===== config.mk =====
export PLATFORM = sky130hd
export DESIGN_NAME = stream_filter
export DESIGN_NICKNAME = d
export VERILOG_FILES = /design/src/rtl/sfilt_pkg.sv /design/src/rtl/sfilt_match.sv /design/src/rtl/sfilt_pick.sv /design/src/rtl/sfilt_wrap.sv /design/src/rtl/stream_filter.sv
export SDC_FILE = /design/constraint.sdc
export NUM_CORES = 1
export LEC_CHECK = 0
export ABC_AREA = 0
export BUFFER_PORTS_ARGS = -buffer_cell sky130_fd_sc_hd__buf_4
export CAP_MARGIN = 20
export CORE_UTILIZATION = 35
export CTS_BUF_LIST = sky130_fd_sc_hd__clkbuf_4 sky130_fd_sc_hd__clkbuf_8
export CTS_CLUSTER_DIAMETER = 80
export DETAILED_ROUTE_END_ITERATION = 10
export PLACE_DENSITY = 0.59
export SLEW_MARGIN = 0
export SYNTH_ARGS = -nofsm -noshare
export SYNTH_HDL_FRONTEND = slang
export SYNTH_SLANG_ARGS = --single-unit

===== constraint.sdc =====
create_clock -name clk -period 28.2 [get_ports clk]
set_clock_uncertainty 0.15 [all_clocks]
set_input_delay 5.64 -clock clk [delete_from_list [all_inputs] [get_ports clk]]
set_output_delay 5.64 -clock clk [all_outputs]
set_load 0.02 [all_outputs]

===== src/rtl/sfilt_pkg.sv =====
package sfilt_pkg;
    typedef enum logic [1:0] {
        PICK_HOLD  = 2'd0,
        PICK_EMPTY = 2'd1,
        PICK_MERGE = 2'd2
    } pick_kind_e;
endpackage


===== src/rtl/sfilt_match.sv =====
module sfilt_match #(
    parameter int AW = 12
) (
    input  logic          valid,
    input  logic [AW-1:0] base,
    input  logic [AW-1:0] mask,
    input  logic [AW-1:0] addr,
    output logic          hit
);
    assign hit = valid && (((addr ^ base) & mask) == '0);
endmodule


===== src/rtl/sfilt_pick.sv =====
module sfilt_pick
    import sfilt_pkg::*;
#(
    parameter int AW   = 12,
    parameter int NREG = 4,
    parameter int IW   = (NREG > 1) ? $clog2(NREG) : 1
) (
    input  logic [NREG-1:0]         valid,
    input  logic [NREG-1:0][AW-1:0] base,
    input  logic [NREG-1:0][AW-1:0] mask,
    input  logic [AW-1:0]           addr,
    output logic [IW-1:0]           sel,
    output pick_kind_e              kind,
    output logic [AW-1:0]           new_base,
    output logic [AW-1:0]           new_mask
);
    localparam int CW = $clog2(2 * AW + 3);

    logic [CW-1:0] cost [NREG];
    logic [CW-1:0] best_c;

    // Cost: covered = 0, empty = 1, widening = 2 * bits lost.
    always_comb begin
        for (int i = 0; i < NREG; i++) begin
            cost[i] = CW'(1);
            if (valid[i]) begin
                cost[i] = '0;
                for (int b = 0; b < AW; b++) begin
                    cost[i] = cost[i] + CW'(2 * int'(mask[i][b] & (base[i][b] ^ addr[b])));
                end
            end
        end
    end

    always_comb begin
        best_c = '1;
        sel    = '0;
        for (int i = 0; i < NREG; i++) begin
            if (cost[i] < best_c) begin
                best_c = cost[i];
                sel    = IW'(i);
            end
        end
        if (best_c == '0)            kind = PICK_HOLD;
        else if (best_c == CW'(1))   kind = PICK_EMPTY;
        else                         kind = PICK_MERGE;
        case (kind)
            PICK_EMPTY: begin
                new_base = addr;
                new_mask = '1;
            end
            PICK_MERGE: begin
                new_base = base[sel];
                new_mask = mask[sel] & ~(base[sel] ^ addr);
            end
            default: begin
                new_base = base[sel];
                new_mask = mask[sel];
            end
        endcase
    end
endmodule


===== src/rtl/sfilt_wrap.sv =====
module sfilt_wrap #(
    parameter int SETS = 4,
    parameter int WAYS = 2,
    parameter int SW   = (SETS > 1) ? $clog2(SETS) : 1,
    parameter int WW   = (WAYS > 1) ? $clog2(WAYS) : 1
) (
    input  logic          clk,
    input  logic          rst_n,
    input  logic          fill_valid,
    input  logic [SW-1:0] fill_set,
    input  logic [WW-1:0] fill_way,
    output logic          wrap
);
    localparam int CW = $clog2(WAYS + 1);

    typedef struct packed {
        logic [SETS-1:0][CW-1:0] cnt;
        logic [SETS-1:0][WW-1:0] ptr;
    } wst_t;

    wst_t w_d, w_q;
    logic all_full;

    always_comb begin
        w_d  = w_q;
        wrap = 1'b0;
        if (fill_valid) begin
            if (w_q.cnt[fill_set] < CW'(WAYS)) begin
                w_d.cnt[fill_set] = w_q.cnt[fill_set] + 1'b1;
            end
            w_d.ptr[fill_set] = (w_q.ptr[fill_set] == WW'(WAYS - 1)) ? '0
                                                                      : w_q.ptr[fill_set] + 1'b1;
        end
        all_full = 1'b1;
        for (int s = 0; s < SETS; s++) begin
            all_full = all_full & (w_d.cnt[s] == CW'(WAYS));
        end
        if (fill_valid && all_full) begin
            wrap  = 1'b1;
            w_d.cnt = '0;
        end
    end

    always_ff @(posedge clk) begin
        if (!rst_n) w_q <= '0;
        else        w_q <= w_d;
    end

    AST_RR_ORDER: assert property (@(posedge clk) disable iff (!rst_n)
        fill_valid |-> (fill_way == w_q.ptr[fill_set]));
endmodule


===== src/rtl/stream_filter.sv =====
module stream_filter
    import sfilt_pkg::*;
#(
    parameter int ADDR_W = 12,
    parameter int SETS   = 4,
    parameter int WAYS   = 2,
    parameter int NREG   = 4,
    parameter int SETW   = (SETS > 1) ? $clog2(SETS) : 1,
    parameter int WAYW   = (WAYS > 1) ? $clog2(WAYS) : 1
) (
    input  logic              clk,
    input  logic              rst_n,
    input  logic              fill_valid,
    input  logic [ADDR_W-1:0] fill_addr,
    input  logic [SETW-1:0]   fill_set,
    input  logic [WAYW-1:0]   fill_way,
    input  logic [ADDR_W-1:0] qry_addr,
    output logic              qry_maybe
);
    localparam int IW = (NREG > 1) ? $clog2(NREG) : 1;

    typedef struct packed {
        logic [NREG-1:0]             act_v;
        logic [NREG-1:0][ADDR_W-1:0] act_b;
        logic [NREG-1:0][ADDR_W-1:0] act_m;
        logic [NREG-1:0]             shd_v;
        logic [NREG-1:0][ADDR_W-1:0] shd_b;
        logic [NREG-1:0][ADDR_W-1:0] shd_m;
    } bank_t;

    bank_t st_d, st_q;

    logic [IW-1:0]     pick_sel;
    pick_kind_e        pick_kind;
    logic [ADDR_W-1:0] pick_base, pick_mask;
    logic              wrap;
    logic [NREG-1:0]   hit_act, hit_shd;

    sfilt_pick #(.AW(ADDR_W), .NREG(NREG), .IW(IW)) u_pick (
        .valid   (st_q.act_v),
        .base    (st_q.act_b),
        .mask    (st_q.act_m),
        .addr    (fill_addr),
        .sel     (pick_sel),
        .kind    (pick_kind),
        .new_base(pick_base),
        .new_mask(pick_mask)
    );

    sfilt_wrap #(.SETS(SETS), .WAYS(WAYS), .SW(SETW), .WW(WAYW)) u_wrap (
        .clk       (clk),
        .rst_n     (rst_n),
        .fill_valid(fill_valid),
        .fill_set  (fill_set),
        .fill_way  (fill_way),
        .wrap      (wrap)
    );

    always_comb begin
        st_d = st_q;
        if (fill_valid) begin
            st_d.act_v[pick_sel] = 1'b1;
            st_d.act_b[pick_sel] = pick_base;
            st_d.act_m[pick_sel] = pick_mask;
        end
        if (wrap) begin
            st_d.shd_v = st_d.act_v;
            st_d.shd_b = st_d.act_b;
            st_d.shd_m = st_d.act_m;
            st_d.act_v = '0;
            st_d.act_b = '0;
            st_d.act_m = '0;
        end
    end

    always_ff @(posedge clk) begin
        if (!rst_n) st_q <= '0;
        else        st_q <= st_d;
    end

    for (genvar g = 0; g < NREG; g++) begin : g_lookup
        sfilt_match #(.AW(ADDR_W)) u_act (
            .valid(st_q.act_v[g]), .base(st_q.act_b[g]), .mask(st_q.act_m[g]),
            .addr (qry_addr), .hit(hit_act[g])
        );
        sfilt_match #(.AW(ADDR_W)) u_shd (
            .valid(st_q.shd_v[g]), .base(st_q.shd_b[g]), .mask(st_q.shd_m[g]),
            .addr (qry_addr), .hit(hit_shd[g])
        );

        AST_MASK_NARROWS: assert property (@(posedge clk) disable iff (!rst_n)
            ($past(st_q.act_v[g]) && st_q.act_v[g])
                |-> ((st_q.act_m[g] & ~$past(st_q.act_m[g])) == '0));
    end

    assign qry_maybe = (|hit_act) | (|hit_shd);

    AST_WRAP_EMPTIES: assert property (@(posedge clk) disable iff (!rst_n)
        wrap |=> (st_q.act_v == '0));

    AST_SHADOW_HOLDS: assert property (@(posedge clk) disable iff (!rst_n)
        !wrap |=> ($stable(st_q.shd_v) && $stable(st_q.shd_b) && $stable(st_q.shd_m)));

    AST_COVERED_HOLDS: assert property (@(posedge clk) disable iff (!rst_n)
        (fill_valid && !wrap && pick_kind == PICK_HOLD) |=> ($stable(st_q.act_v) && $stable(st_q.act_m)));

    AST_EMPTY_ABSENT: assert property (@(posedge clk) disable iff (!rst_n)
        (st_q.act_v == '0 && st_q.shd_v == '0) |-> !qry_maybe);
endmodule


==> flow_summary.toml, run 1 <==
[sta]
worst_max_slew_pin_slew_ns = 1.118
report.final.setup_viol = 0
min_period_ns = 17.51
min_period_over_period = 0.6208
layout_setup_ws_ns = 10.69
tns_ns = 0
finalHoldViolations = 0
timing.max_slew.rel_slack = 0.2529
drv_slew = 0
fmaxAchievable_mhz = 57.12
hold_slack_ns = 0.3030
rsz0062_at_grt = "false"

[setup_path]
worstPathArrival_ns = 17.73
critical_path.reg2reg.startpoint = "st_q[149]"
cpPeakStageDelay_ns = 0.87
critical_path.slowest_cell = "sky130_fd_sc_hd__o21ai_2"
crit_path_frequent_cell = "sky130_fd_sc_hd__ha_1"
critical_path_class = "primary input to flip-flop"
critical_path_startpoint_category = "primary input"
critPathRequiredTime_ns = 28.42
cp_max_fo = 28
worst_setup_path_end_kind = "flip-flop"
critical_path.startpoint = "fill_addr[1]"

[placed_design]
io_buffers = 29
placedInstanceArea_um2 = 13240
detailedPlacementHpwl_um = 31990
dp_slack_ns = 10.61
place.gp.congestion = 0.9424
number_of_cells_after_detailed_placement = 1868

[routing]
drt_drc_violations_left = 0
postRouteWirelength_um = 46760
ant_nets = 0
num_vias = 11448
drt-wirelength-per-cell_um = 24.33
number_of_violations_reported_at_the_end_of_detailed_routing_iteration_0 = 1105
drt_pass1_iterations = 7
vias_per_cell = 5.956

[clocking]
clock_path_buffers = 3
holdBufCountCts = 0
numClockSinks = 208
cts-root-buf = "sky130_fd_sc_hd__clkbuf_8"
ctsHtreeMaxLevel = 2
clock_insertion_delay_worst_skew_ns = 0.56
number_of_post_cts_setup_repair_buffers = 0
post_cts.resized_instances = 0
cts_inserted_buffers = 36
clock_pin_transition_on_the_worst_setup_and_hold_timing_paths_ns = 0.05
tritoncts = "yes"

[finish]
utilization = 0.3887
num_antenna_cells = 0
stdcell_count = 1922
finish.net_count = 1543
multi_input_comb_area_um2 = 7963
final_common_cell = "sky130_fd_sc_hd__dfxtp_1"
stdcell_area_um2 = 13930
drive_above_1_share = 0.1102
final_cell_mix = "sky130_fd_sc_hd__dfxtp_1, sky130_fd_sc_hd__nor2_1, sky130_fd_sc_hd__xor2_1"
area.growth.synth_to_final_pct = 8.660
seq_area_um2 = 4164
layout.filler_cells = 3616

[synth]
synth_cell_type_count = 76
post_synthesis_instance_total = 1477
ys_async_sr_fraction = 0
syn-cell-area_um2 = 12820
postSynthRegisterBits = 208
synthesized_nets = 1575
syn_avg_cell_area_um2 = 8.677
synth.yosys.warnings = 0
sequential_area_share_after_synthesis = 0.3249
synthFlopType = "sky130_fd_sc_hd__dfxtp_1"
count_of_flip_flops_with_a_built_in_enable_after_synthesis = 0

[grt]
grtUsageMet2 = 0.3718
maximum_number_of_pins_on_one_net_before_global_route_repair = 75
grt.met1_usage = 0.3363
grt_overflow_total = 0
globalRoute.busiestLayer = "met2"
grtUsageTotal = 0.2447
antenna_violations_before_repair = 0
grt_pass1_wl_um = 68990
vias_in_the_first_global_route = 10885
groute.layer.met3.usage = 0.04271

[floorplan]
design.portCount = 31
floorplan.initialDensity = 0.3577
floorplan.core_area_um2 = 35830
floorplan.die_area_um2 = 37390
floorplan.die.height_um = 193.4
fp-row-count = 69
fp.dieW_um = 193.4

[hold_path]
timing.hold.worst.class = "flip-flop to flip-flop"
worst_hold_startpoint = "st_q[19]"

[power_and_ir_drop]
cell_leakage_power_nw = 5.831
vdd_drop_max_mv = 0.09264
fin_total_pwr_mw = 1.891
power.density_nw_per_um2 = 135.8

[outcome]
outcome = "finished clean"

[flow_run]
timing.max_cap.violations = 0
-- state kept, by name, summed over array words and instances (netlist names) --
name	count
u_wrap.w_q	8
st_q	200
-- report_power, final --
part	total, mW	internal, mW	switching [mW]	leakage, nW
logic	1.22	0.393	0.824	3.78
clock network	0.276	0.151	0.125	0.364
registers	0.399	0.338	0.0606	1.68
total	1.89	0.882	1.01	5.83
-- synth_stat cells, drive strengths merged (14+ instances only) --
library cell  instances  area (µm²)
nor3                 17       96.35
and2                 32       200.2
nor2                155       584.3
a31oi                18       118.9
o22a                 23       201.4
nand2               101       384.1
dfxtp               208        4164
o211ai               26       205.2
buf                  43       277.8
a21oi               108       559.3
o21ai                88       440.4
a22oi                25       187.7
o31ai                18       155.1
ha                   44       550.5
a211oi               38       312.8
nand4                23       162.7
xnor2                14       197.7
fa                   24       480.5
nand3                32       165.2
clkbuf               75       281.5
mux2i                39       390.4
xor2                147        1287
inv                  47       176.4
-- final timing paths --
check / end / slack, ns / cells past startpoint
hold reg to reg: st_q[19] / 0.30 / 2
setup / recovery: st_q[45] / 10.69 / 36
hold / removal: st_q[19] / 0.30 / 2
setup reg to reg: st_q[45] / 15.51 / 35
-- worst max-delay path: cells and delay by family --
kind	cells	cell delay [ns]
adder cells (fa/ha/maj)	9	3.28
AO/OA/AOI/OAI	10	3.73
XOR/XNOR	1	0.16
AND/OR/NAND/NOR	10	3.99
buffers and inverters	6	0.82
-- logic make-up after synthesis --
logic type                 synth area share
and+or+nand+nor                      0.1471
adders and majority gates           0.08045
muxes                               0.04217
DFF                                  0.3249
buffers and inverters               0.05770
AOI/OAI and AO/OA                    0.2318
xor gates and xnor gates             0.1159
-- layer usage --
metal | wire, µm | up-vias
li1 | - | 5216
met1 | 20560 | 5522
met2 | 20200 | 578
met3 | 3912 | 132
met4 | 2091 | 0
met5 | 0 | -
-- cell type report --
class | instances | area share
clock buffer | 48 | 0.04474
clock inverter | 6 | 0.004223
inverter | 48 | 0.01294
multi-input combinational | 1103 | 0.5718
sequential | 208 | 0.2990
tap | 461 | 0.04142
timing repair buffer | 48 | 0.02588
Note: power is estimated with default switching activity, not from simulation.
==> inputs of run 2 (changes only) <==
PLACE_DENSITY = 0.6   (was 0.59)
clock period = 15.8 ns   (was 28.2 ns; I/O delays follow)
==> run 2 against run 1 <==
Non-clock buffer count is 13 higher. Sequential power is 82% higher. Clock power is 100% higher. Final cell count is 1.2% higher. Wire length is 1.3% lower. Power is 83% higher. Register-to-register slack worse by 11 ns. Utilization is 0.74 points higher.
==> flow_summary.toml, run 2 (synthesis results as in run 1) <==
[placed_design]
dp_slack_ns = 2.359
detailedPlacementHpwl_um = 32700
io_buffers = 29
place.gp.congestion = 1.012

[power_and_ir_drop]
fin_total_pwr_mw = 3.466
power.density_nw_per_um2 = 244.2
vdd_drop_max_mv = 0.1441
cell_leakage_power_nw = 5.966

[clocking]
clock_pin_transition_on_the_worst_setup_and_hold_timing_paths_ns = 0.05
cts-root-buf = "sky130_fd_sc_hd__clkbuf_8"
cts_inserted_buffers = 37
post_cts.resized_instances = 0
number_of_post_cts_setup_repair_buffers = 0
holdBufCountCts = 0
numClockSinks = 208
tritoncts = "yes"
clock_path_buffers = 3
ctsHtreeMaxLevel = 2
clock_insertion_delay_worst_skew_ns = 0.55

[floorplan]
design.portCount = 31
fp-row-count = 69
floorplan.die_area_um2 = 37390
floorplan.core_area_um2 = 35830
fp.dieW_um = 193.4
floorplan.die.height_um = 193.4
floorplan.initialDensity = 0.3577

[grt]
vias_in_the_first_global_route = 11095
grt_overflow_total = 0
maximum_number_of_pins_on_one_net_before_global_route_repair = 92
grtUsageTotal = 0.2437
antenna_violations_before_repair = 0
grt_pass1_wl_um = 69030

[outcome]
outcome = "finished clean"

[hold_path]
timing.hold.worst.class = "flip-flop to flip-flop"

[setup_path]
critical_path_class = "primary input to flip-flop"
critical_path.startpoint = "fill_addr[2]"
worst_r2r_endpoint = "st_q[45]"
critical_path_startpoint_category = "primary input"
rr_worst_depth = 37
critical_path.reg2reg.startpoint = "st_q[161]"
crit_path_frequent_cell = "sky130_fd_sc_hd__ha_1"
cp_max_fo = 23
reg2reg_slack_ns = 4.99
worst_setup_path_endpoint = "st_q[45]"
worst_setup_path_end_kind = "flip-flop"
worstPathArrival_ns = 13.35
critical_path.slowest_cell = "sky130_fd_sc_hd__and2_1"
critPathRequiredTime_ns = 16.04
cpPeakStageDelay_ns = 0.70

[routing]
vias_per_cell = 5.916
drt-wirelength-per-cell_um = 23.72
number_of_violations_reported_at_the_end_of_detailed_routing_iteration_0 = 1164
num_vias = 11513
drt_drc_violations_left = 0
drt_pass1_iterations = 6
postRouteWirelength_um = 46160
ant_nets = 0

[finish]
biggestRegsByFlops = "st_q (200), u_wrap.w_q (8)"
final_cell_mix = "sky130_fd_sc_hd__dfxtp_1, sky130_fd_sc_hd__nor2_1, sky130_fd_sc_hd__xor2_1"
regMostFlops = "st_q"
utilization = 0.3961
final_common_cell = "sky130_fd_sc_hd__dfxtp_1"
num_antenna_cells = 0
largest_register_ffs = 200
drive_above_1_share = 0.1239
finish.net_count = 1557
area.growth.synth_to_final_pct = 10.72

[sta]
hold_slack_ns = 0.3067
drv_slew = 0
fmaxAchievable_mhz = 76.27
finalHoldViolations = 0
rsz0062_at_grt = "false"
worst_max_slew_pin_slew_ns = 1.022
timing.max_slew.rel_slack = 0.3167
tns_ns = 0
min_period_over_period = 0.8298
report.final.setup_viol = 0
min_period_ns = 13.11
layout_setup_ws_ns = 2.689

[flow_run]
timing.max_cap.violations = 0
-- run 2: cell count changes in the layout (fill, tap and decap cells not counted), sizes merged --
cell      delta
bufinv       +2
buf         +13
clkinvlp     +2
clkinv       +2
clkbuf       +6
inv          -1
-- run 2: power breakdown --
part,internal (mW),switching (mW)
clock network,0.329,0.230
logic,0.755,1.43
registers,0.603,0.122
-- run 2: worst min path at each step --
| stage | from | endpoint | slack (ns) | cells after the start |
|---|---|---|---|---|
| final | st_q[30] | st_q[30] | 0.31 | 2 |
| after global routing | st_q[28] | st_q[28] | 0.33 | 2 |
| after CTS | st_q[28] | st_q[28] | 0.31 | 2 |
| after detailed placement | st_q[28] | st_q[28] | 0.30 | 2 |
| after global placement | st_q[32] | st_q[32] | 0.29 | 2 |
| after floorplan | st_q[32] | st_q[32] | 0.28 | 2 |
-- run 2: worst max-delay path: cells and delay by family --
family | cells | cell delay [ns]
AO/OA/AOI/OAI | 8 | 2.28
XOR/XNOR | 2 | 0.30
adder cells (fa/ha/maj) | 9 | 3.21
buffers and inverters | 7 | 1.07
AND/OR/NAND/NOR | 12 | 3.32
-- run 2: metrics by stage --
stage               cells  cell area [µm²]
finish               1946            14190
detailed placement   1881            13370
global placement     1880            13360
CTS                  1946            14190
floorplan            1477            12820
global route         1946            14190
-- run 2: area by class of cell --
class | instances | area, µm²
inverter | 48 | 180.2
timing repair buffer | 61 | 495.5
multi-input combinational | 1103 | 7951
clock buffer | 54 | 686.9
tap | 461 | 576.8
sequential | 208 | 4164
fill | 3581 | 21640
clock inverter | 11 | 135.1
-- run 2: per-layer routing --
metal / up-vias / GRT usage / wire length, µm
li1: 5243 / - / -
met1: 5593 / 0.3306 / 20060
met2: 546 / 0.3775 / 20370
met3: 131 / 0.04149 / 3685
met4: 0 / 0.1117 / 2050
met5: - / 0 / 0
==> inputs of run 3 (changes only) <==
clock period = 11.4 ns   (was 15.8 ns; I/O delays follow)
==> run 3 against run 2 <==
Register-to-register slack lost 3.2 ns. Sequential power grew 38%. Final area grew 0.18%. Clock power grew 29%. Power grew 39%. Global-route usage grew 0.14 points. Sequential share of layout area shrank 0.054 points. Sequential cell count is the same. Critical path type unchanged. Critical endpoint is now st_q[70].
==> flow_summary.toml, run 3 (synthesis results as in run 1) <==
[outcome]
outcome = "finished clean"

[power_and_ir_drop]
fraction_of_power_consumed_by_sequential_logic = 0.208
comb_power_share = 0.642
power.clock.fraction = 0.150
vdd_drop_max_mv = 0.2269
internal-power_mw = 2.323
switching_power_mw = 2.483
cell_leakage_power_nw = 5.965
power.density_nw_per_um2 = 338.0
netSwitchingFraction = 0.5167

[setup_path]
critical_path_class = "primary input to flip-flop"
worst_setup_path_end_kind = "flip-flop"
cp_max_fo = 10
critical_path_startpoint_category = "primary input"
critical_path.reg2reg.startpoint = "st_q[150]"
rr_worst_depth = 35
cpPeakStageDelay_ns = 0.58
reg2reg_slack_ns = 1.79
critical_path.slowest_cell = "sky130_fd_sc_hd__fa_1"
worst_r2r_endpoint = "st_q[70]"
critPathRequiredTime_ns = 11.63
worstPathArrival_ns = 11.26

[grt]
grt_overflow_total = 0
grtUsageTotal = 0.2451
vias_in_the_first_global_route = 10989
grt_pass1_wl_um = 69360
antenna_violations_before_repair = 0
maximum_number_of_pins_on_one_net_before_global_route_repair = 100

[clocking]
cts_inserted_buffers = 38
tritoncts = "yes"
clock_insertion_delay_worst_skew_ns = 0.56
holdBufCountCts = 0
clock_path_buffers = 3
clock_pin_transition_on_the_worst_setup_and_hold_timing_paths_ns = 0.06
number_of_post_cts_setup_repair_buffers = 0
ctsHtreeMaxLevel = 2
numClockSinks = 208
cts-root-buf = "sky130_fd_sc_hd__clkbuf_8"

[routing]
postRouteWirelength_um = 46370
drt-wirelength-per-cell_um = 23.74
vias_per_cell = 5.779
num_vias = 11287
drt_drc_violations_left = 0
drt_pass1_iterations = 7
number_of_violations_reported_at_the_end_of_detailed_routing_iteration_0 = 958
ant_nets = 0

[finish]
finish.net_count = 1569
final_common_cell = "sky130_fd_sc_hd__dfxtp_1"
drive_above_1_share = 0.1287
largest_register_ffs = 200
stdcell_count = 1953
stdcell_area_um2 = 14220
biggestRegsByFlops = "st_q (200), u_wrap.w_q (8)"
area.growth.synth_to_final_pct = 10.92
final_cell_mix = "sky130_fd_sc_hd__dfxtp_1, sky130_fd_sc_hd__nor2_1, sky130_fd_sc_hd__xor2_1"
regMostFlops = "st_q"
layout.filler_cells = 3594
num_antenna_cells = 0

[placed_design]
dp_slack_ns = -0.1322
number_of_cells_after_detailed_placement = 1892
placedInstanceArea_um2 = 13450
io_buffers = 29
detailedPlacementHpwl_um = 33280
place.gp.congestion = 1.007

[floorplan]
fp-row-count = 69
floorplan.die.height_um = 193.4
design.portCount = 31
floorplan.initialDensity = 0.3577
floorplan.die_area_um2 = 37390
floorplan.core_area_um2 = 35830
fp.dieW_um = 193.4

[sta]
finalHoldViolations = 0
rsz0062_at_grt = "false"
min_period_over_period = 0.9677
min_period_ns = 11.03
fmaxAchievable_mhz = 90.65
worst_max_slew_pin_slew_ns = 0.9989
timing.max_slew.rel_slack = 0.3341
report.final.setup_viol = 0
drv_slew = 0
layout_setup_ws_ns = 0.3680

[hold_path]
whs_endpoint = "st_q[31]"
worst_hold_startpoint = "st_q[31]"
timing.hold.worst_path_depth = 2
timing.hold.worst.class = "flip-flop to flip-flop"

[flow_run]
timing.max_cap.violations = 0
[run 3: cell types whose count changed in the layout (fill, tap and decap cells not counted)]
cell | previous run | this run
sky130_fd_sc_hd__buf_4 | 58 | 69
sky130_fd_sc_hd__clkinv_2 | 6 | 4
sky130_fd_sc_hd__clkbuf_4 | 9 | 11
sky130_fd_sc_hd__clkinv_4 | 0 | 1
sky130_fd_sc_hd__clkinvlp_4 | 2 | 0
sky130_fd_sc_hd__and2_1 | 32 | 31
sky130_fd_sc_hd__nand4_4 | 0 | 2
sky130_fd_sc_hd__and2_2 | 0 | 1
sky130_fd_sc_hd__nand4_2 | 3 | 1
sky130_fd_sc_hd__clkbuf_8 | 45 | 44
sky130_fd_sc_hd__bufinv_16 | 3 | 1
[run 3: layout make-up]
class | count | area [µm²] | share of cell area
multi-input cells | 1103 | 7970 | 0.5606
flip-flops and latches | 208 | 4164 | 0.2929
clock buffers | 55 | 688.2 | 0.04841
repair buffers | 72 | 578.1 | 0.04066
well taps | 461 | 576.8 | 0.04057
inverters | 48 | 180.2 | 0.01267
clock inverters | 6 | 58.81 | 0.004137
[run 3: critical path: cells and delay by family]
family,cells,cell delay (ns)
and+or+nand+nor,6,1.35
xor gates and xnor gates,1,0.17
AOI/OAI and AO/OA,12,2.80
adders and majority gates,9,3.06
buffers and inverters,7,1.22
muxes,1,0.33
[run 3: worst max-delay path by stage]
stage / start / endpoint / slack, ns / cells past startpoint
final: fill_addr[2] / st_q[70] / 0.37 / 36
after global routing: fill_addr[1] / st_q[70] / 0.0003 / 36
after CTS: fill_addr[2] / st_q[23] / 0.43 / 35
after detailed placement: fill_addr[2] / st_q[23] / -0.13 / 35
after global placement: fill_addr[2] / st_q[23] / 0.04 / 36
after floorplan: fill_addr[2] / st_q[82] / 0.29 / 40
[run 3: stage by stage]
step / hold WS (ns) / utilization / power (mW) / TNS, ns
2_1_floorplan: 0.2822 / - / 3.003 / 0
3_3_place_gp: 0.2937 / 0.3754 / 3.961 / 0
3_5_place_dp: 0.2969 / 0.3754 / 3.988 / -1.162
4_1_cts: 0.3046 / 0.3963 / 4.718 / 0
5_1_grt: 0.3173 / 0.3968 / 5.032 / 0
6_report: 0.3029 / 0.3968 / 4.805 / 0
[run 3: repair_timing]
item,CTS,global route
endpoints found under the setup margin,0,24
resized for setup,0,3
endpoints found under the hold margin,0,0
[run 3: power by group through the flow]
stage                     logic (mW)  clock network, mW  registers, mW
after floorplan                 2.08                  0          0.927
after global placement          2.95                  0           1.01
after CTS                       2.99              0.731          0.995
final                           3.08              0.721           1.00
after global routing            3.26              0.764           1.01
after detailed placement        2.98                  0           1.01
[run 3: metal layers]
metal	GRT usage	share of wire	vias to the layer above
met5	0	0	-
met3	0.03766	0.083	117
met2	0.3744	0.43	513
met1	0.3326	0.43	5389
met4	0.1304	0.051	0
li1	-	-	5268
